==> src/rtl/dis_pkg.sv <==
package dis_pkg;
  localparam int B_WIDE   = 0;
  localparam int B_SEL_LO = 1;
  localparam int B_HS     = 3;
  localparam int B_WAIT   = 5;
  localparam int B_TERM   = 6;
  localparam int B_EN     = 8;
  localparam int B_CLR    = 9;
  localparam int B_OVR    = 10;
  localparam int B_FULL   = 11;
  localparam int B_EMPTY  = 12;

  typedef enum logic [1:0] {
    SRC_TIMER = 2'b00,
    SRC_FAST  = 2'b01,
    SRC_SLOW  = 2'b10,
    SRC_EXT   = 2'b11
  } src_e;

  typedef struct packed {
    logic term_off;
    logic wait_trig;
    logic hs;
    src_e sel;
    logic wide;
    logic en;
  } ctl_t;
endpackage

==> src/rtl/dis_rate_gen.sv <==
module dis_rate_gen #(
  parameter int DIV = 4
) (
  input  logic clk,
  input  logic rst,
  output logic tick
);
  localparam int CW = (DIV > 1) ? $clog2(DIV) : 1;
  logic [CW-1:0] cnt;

  always_ff @(posedge clk) begin
    if (rst) begin
      cnt  <= '0;
      tick <= 1'b0;
    end else if (cnt == CW'(DIV - 1)) begin
      cnt  <= '0;
      tick <= 1'b1;
    end else begin
      cnt  <= cnt + 1'b1;
      tick <= 1'b0;
    end
  end
endmodule

==> src/rtl/dis_sync_edge.sv <==
module dis_sync_edge #(
  parameter int STAGES = 2
) (
  input  logic clk,
  input  logic rst,
  input  logic din,
  output logic rise
);
  logic [STAGES-1:0] sr;
  logic              last;

  always_ff @(posedge clk) begin
    if (rst) begin
      sr   <= '0;
      last <= 1'b0;
    end else begin
      sr[0] <= din;
      last  <= sr[STAGES-1];
    end
  end

  for (genvar i = 1; i < STAGES; i++) begin : g_stage
    always_ff @(posedge clk) begin
      if (rst) sr[i] <= 1'b0;
      else     sr[i] <= sr[i-1];
    end
  end

  assign rise = sr[STAGES-1] & ~last;
endmodule

==> src/rtl/dis_fifo.sv <==
module dis_fifo #(
  parameter int W     = 32,
  parameter int DEPTH = 16
) (
  input  logic         clk,
  input  logic         rst,
  input  logic         clr,
  input  logic         wr,
  input  logic [W-1:0] wdata,
  input  logic         rd,
  output logic [W-1:0] rdata,
  output logic         full,
  output logic         empty
);
  localparam int AW = $clog2(DEPTH);

  logic [W-1:0] mem [DEPTH];
  logic [AW:0]  wp, rp;

  assign empty = (wp == rp);
  assign full  = (wp[AW] != rp[AW]) && (wp[AW-1:0] == rp[AW-1:0]);

  always_ff @(posedge clk) begin
    if (wr && !full) mem[wp[AW-1:0]] <= wdata;
  end

  always_ff @(posedge clk) begin
    if (rst)                rdata <= '0;
    else if (rd && !empty)  rdata <= mem[rp[AW-1:0]];
  end

  always_ff @(posedge clk) begin
    if (rst || clr) begin
      wp <= '0;
      rp <= '0;
    end else begin
      if (wr && !full) wp <= wp + 1'b1;
      if (rd && !empty) rp <= rp + 1'b1;
    end
  end
endmodule

==> src/rtl/dig_in_sampler.sv <==
module dig_in_sampler
  import dis_pkg::*;
#(
  parameter int HALF_W      = 16,
  parameter int FIFO_DEPTH  = 16,
  parameter int FAST_DIV    = 4,
  parameter int SLOW_DIV    = 8,
  parameter int SYNC_STAGES = 2
) (
  input  logic                clk,
  input  logic                rst,
  input  logic                csr_wr,
  input  logic [31:0]         csr_wdata,
  output logic [31:0]         csr_rdata,
  input  logic                timer_tick,
  input  logic [HALF_W-1:0]   porta,
  input  logic [HALF_W-1:0]   portb,
  input  logic                trig_in,
  input  logic                req_in,
  output logic                ack_out,
  input  logic                fifo_rd,
  output logic [2*HALF_W-1:0] fifo_rdata
);
  localparam int WORD_W = 2 * HALF_W;

  ctl_t              ctl_q;
  logic              armed_q;
  logic              ovr_q;
  logic              clr_pulse;
  logic              fast_tick, slow_tick, req_rise;
  logic              sel_tick, src_tick, smp_go, smp_wr;
  logic              fifo_full, fifo_empty;
  logic [WORD_W-1:0] word;
  logic              unused_bits;

  assign unused_bits = ^{csr_wdata[31:10], csr_wdata[7], csr_wdata[4]};
  assign clr_pulse   = csr_wr & csr_wdata[B_CLR];

  always_ff @(posedge clk) begin
    if (rst) begin
      ctl_q <= '0;
    end else if (csr_wr) begin
      ctl_q.en        <= csr_wdata[B_EN];
      ctl_q.wide      <= csr_wdata[B_WIDE];
      ctl_q.sel       <= src_e'(csr_wdata[B_SEL_LO +: 2]);
      ctl_q.hs        <= csr_wdata[B_HS];
      ctl_q.wait_trig <= csr_wdata[B_WAIT];
      ctl_q.term_off  <= csr_wdata[B_TERM];
    end
  end

  always_ff @(posedge clk) begin
    if (rst) armed_q <= 1'b0;
    else     armed_q <= ctl_q.en & (armed_q | ~ctl_q.wait_trig | trig_in);
  end

  dis_rate_gen #(.DIV(FAST_DIV)) u_fast (.clk(clk), .rst(rst), .tick(fast_tick));
  dis_rate_gen #(.DIV(SLOW_DIV)) u_slow (.clk(clk), .rst(rst), .tick(slow_tick));
  dis_sync_edge #(.STAGES(SYNC_STAGES)) u_req (
    .clk(clk), .rst(rst), .din(req_in), .rise(req_rise)
  );

  always_comb begin
    unique case (ctl_q.sel)
      SRC_TIMER: sel_tick = timer_tick;
      SRC_FAST:  sel_tick = fast_tick;
      SRC_SLOW:  sel_tick = slow_tick;
      default:   sel_tick = req_rise;
    endcase
  end

  assign src_tick = ctl_q.hs ? req_rise : sel_tick;
  assign smp_go   = src_tick & ctl_q.en & armed_q & ~clr_pulse;
  assign smp_wr   = smp_go & ~fifo_full;
  assign word     = ctl_q.wide ? {portb, porta} : {{HALF_W{1'b0}}, porta};

  dis_fifo #(.W(WORD_W), .DEPTH(FIFO_DEPTH)) u_fifo (
    .clk(clk), .rst(rst), .clr(clr_pulse),
    .wr(smp_wr), .wdata(word),
    .rd(fifo_rd), .rdata(fifo_rdata),
    .full(fifo_full), .empty(fifo_empty)
  );

  always_ff @(posedge clk) begin
    if (rst || clr_pulse)         ovr_q <= 1'b0;
    else if (smp_go && fifo_full) ovr_q <= 1'b1;
  end

  always_ff @(posedge clk) begin
    if (rst) ack_out <= 1'b0;
    else     ack_out <= smp_wr & ctl_q.hs;
  end

  always_ff @(posedge clk) begin
    if (rst) begin
      csr_rdata <= '0;
    end else begin
      csr_rdata                    <= '0;
      csr_rdata[B_WIDE]            <= ctl_q.wide;
      csr_rdata[B_SEL_LO +: 2]     <= ctl_q.sel;
      csr_rdata[B_HS]              <= ctl_q.hs;
      csr_rdata[B_WAIT]            <= ctl_q.wait_trig;
      csr_rdata[B_TERM]            <= ctl_q.term_off;
      csr_rdata[B_EN]              <= ctl_q.en;
      csr_rdata[B_OVR]             <= ovr_q;
      csr_rdata[B_FULL]            <= fifo_full;
      csr_rdata[B_EMPTY]           <= fifo_empty;
    end
  end
endmodule

==> config.mk <==
export PLATFORM = sky130hd
export DESIGN_NAME = dig_in_sampler
export DESIGN_NICKNAME = d
export VERILOG_FILES = /design/src/rtl/dis_pkg.sv /design/src/rtl/dis_rate_gen.sv /design/src/rtl/dis_sync_edge.sv /design/src/rtl/dis_fifo.sv /design/src/rtl/dig_in_sampler.sv
export SDC_FILE = /design/constraint.sdc
export NUM_CORES = 1
export LEC_CHECK = 0
export BUFFER_PORTS_ARGS = -buffer_cell sky130_fd_sc_hd__buf_2
export CELL_PAD_IN_SITES_DETAIL_PLACEMENT = 1
export CELL_PAD_IN_SITES_GLOBAL_PLACEMENT = 2
export CORE_UTILIZATION = 49
export DETAILED_ROUTE_END_ITERATION = 12
export PLACE_DENSITY = 0.82
export SETUP_SLACK_MARGIN = 0.1
export SLEW_MARGIN = 20
export SYNTH_ARGS = -nofsm -noshare
export SYNTH_HDL_FRONTEND = slang
export SYNTH_SLANG_ARGS = --single-unit
==> constraint.sdc <==
create_clock -name clk -period 12.85 [get_ports clk]
set_clock_uncertainty 0.05 [all_clocks]
set_input_delay 1.9275 -clock clk [delete_from_list [all_inputs] [get_ports clk]]
set_output_delay 1.9275 -clock clk [all_outputs]
set_load 0.005 [all_outputs]
==> impl_metrics.ini <==
[yosys]
synthAdderAreaFrac_pct = 0.444
synth_edf_count = 512
synth_compound_area_share_pct = 3.69
avgSynthCellArea_sq_um = 19.4
synth-xor-area-share_pct = 0.422
synth-seq-cells = 581
yosysSeqAreaShare_pct = 74.4
synth.distinct_cells = 48
netlist.area_leader.share_pct = 68.3
syn_area_sq_um = 22500
synth_mux_area_share_pct = 14.8
ys.flop_type = edfxtp_1
synth_area_leaders = edfxtp_1, mux4_2, dfxtp_1, mux2_2, a211oi_1
synth_warnings = 1
synthCells = 1161
synth_top_family_by_area = multiplexers
yosys.area_share.simple_pct = 3.58
synth_area_leader_cell = edfxtp_1
async_reset_ff_share_pct = 0

[hold_path]
min_path_cells = 1
holdCritStartpoint = u_fast.cnt[0]
hp-class = flop to flop
min_to = u_fast.cnt[0]

[global_route]
antenna_found_initial = 1
grt_pass1_vias = 11900
grt_max_degree = 68
grtUsageTotal_pct = 22.0
grt.overflow.total = 0
grt_pass1_wl_um = 75600

[die]
die-area_sq_um = 46800
die_w_um = 216
coreArea_sq_um = 45400
fp.dieH_um = 216
pin_count = 136
start_util_pct = 49.6
num_rows = 78

[sta]
rsz0062_at_grt = no
hold_slack_ps = 381
report.final.setup_viol = 0
slew_violations = 0
hold_viol = 0
fmax_mhz = 246
setup_tns_ps = 0
layout_min_cycle_time_ps = 4060
worst_slew_pin_slew_ps = 1070
period_share_pct = 31.6
relSlewSlack_pct = 28.6

[detailed_routing]
wl_um = 50400
dr.pass1.iters = 5
wl_per_cell_um = 26.5
via_per_inst = 5.82
first_iter_violations = 910
drc = 0
wl_met2_um = 25200
wl_met1_um = 21700
top_signal_layer_used = met4
antenna_left = 0
dr_wl_met3_um = 2240
dr_total_vias = 11100

[power_and_ir_drop]
cellPowerDensity_nw_per_um2 = 147
worst_ir_drop_vdd_uv = 95.3
leakage_uw = 0.00785

[outcome]
outcome = finished clean

[cts]
cts_setup_buffers = 0
clockRootBuffer = clkbuf_16
ctsHtreeMaxLevel = 2
clock_latency_ps = 600
clk_pin_slew_worst_paths_ps = 60
clock-sinks = 581
cts_buffers = 56
ctsHoldBuffers = 0
clock_path_buffers = 3
cts_tree = built
ctsResizeCount = 0

[place]
portBuffers = 88
place_hpwl_um = 26100
gp_congestion = 0.721

[final_layout]
finalNetCount = 1336
area_growth_pct = 12.0
insertedDiodeCount = 0
drive_gt1_share_pct = 28.4
final_cell_mix = edfxtp_1, buf_2, mux4_2
layout_commonest_cell = edfxtp_1

[critical_path]
reg2regPathDepth = 6
critPathLaunchType = input port
end_kind = flop
r2r-start = u_fifo.rp[1]
worst_ep_required_time_ps = 13040
ff2ff_setup_slack_ps = 9590
path_class = input port to flop
critPathArrivalTime_ps = 4250
cp_max_fo = 21
r2r_end = u_fifo.rdata[27]

[job]
maxCapViolations = 0
## logic make-up (layout without fill, tap and decap cells)
logic type / count (synthesis) / after routing
xor gates and xnor gates: 10 / 10
AOI/OAI and AO/OA: 111 / 111
buffers and inverters: 94 / 216
other: 1 / 23
adders and majority gates: 8 / 8
muxes: 201 / 201
DFF: 581 / 581
and+or+nand+nor: 155 / 155
## layer usage
layer | up-vias | GRT usage (%)
met5 | - | 0
met4 | 0 | 6.85
met3 | 80 | 3.34
met2 | 313 | 37.1
met1 | 5836 | 29.6
li1 | 4853 | -
## worst max path at each step
| stage | from | end | slack [ps] |
|---|---|---|---|
| after detailed placement | csr_wr | u_fifo.mem[8][25] | 8190 |
| after global placement | csr_wr | u_fifo.mem[11][18] | 8260 |
| final | csr_wr | u_fifo.mem[9][23] | 8790 |
| after floorplan | csr_wr | u_fifo.mem[3][0] | 7320 |
| after CTS | csr_wr | u_fifo.mem[8][27] | 8800 |
| after global routing | csr_wr | u_fifo.mem[14][23] | 8700 |
## power by group
part	switching [uW]	internal, uW	total, uW	leakage [uW]
clock	689	908	1600	0.000871
sequential	3.87	2050	2050	0.00503
combinational	32.0	12.3	44.3	0.00194
## area by class of cell
class | count | area, sq um
Fill cell | 3983 | 20200
Sequential cell | 581 | 16800
Inverter | 2 | 7.51
Clock buffer | 85 | 1620
Clock inverter | 21 | 155
Timing Repair Buffer | 108 | 591
Multi-Input combinational cell | 508 | 5320
Tap cell | 600 | 751
## synth_stat cells (15+ instances only)
cell type / count
edfxtp_1: 512
nor3_1: 37
nor2b_1: 15
o22ai_1: 32
dfxtp_1: 69
mux4_2: 84
and2_1: 18
clkbuf_1: 20
mux2_2: 64
buf_4: 30
mux2i_1: 41
buf_2: 23
nor2_1: 52
a211oi_1: 57
## stage by stage
step / worst slack [ps] / power (uW) / util [%] / cells / cell area (sq um)
final: 8790 / 3700 / 55.6 / 1905 / 25200
after global routing: 8700 / 3790 / 55.6 / 1905 / 25200
after CTS: 8800 / 3720 / 55.6 / 1905 / 25200
after detailed placement: 8190 / 2140 / 51.6 / 1799 / 23400
after global placement: 8260 / 2140 / 51.6 / 1799 / 23400
after floorplan: 7320 / 2120 / - / 1183 / 22600
## worst max-delay path, cell delays in order
cell and delay (ps):
buf_2 190, and2_4 190, nor4_4 320, o211a_1 510
and3_2 580, buf_4 490
## flip-flops by register name (all words and copies together) (netlist names)
signal / flops
u_fifo.rp: 5
u_fifo.wp: 5
ctl_q: 7
u_slow.cnt: 3
u_slow.tick: 1
ack_out: 1
armed_q: 1
u_fast.tick: 1
csr_rdata: 10
u_fast.cnt: 2
ovr_q: 1
u_fifo.mem: 512
u_fifo.rdata: 32
(Power assumes the default switching activity.)
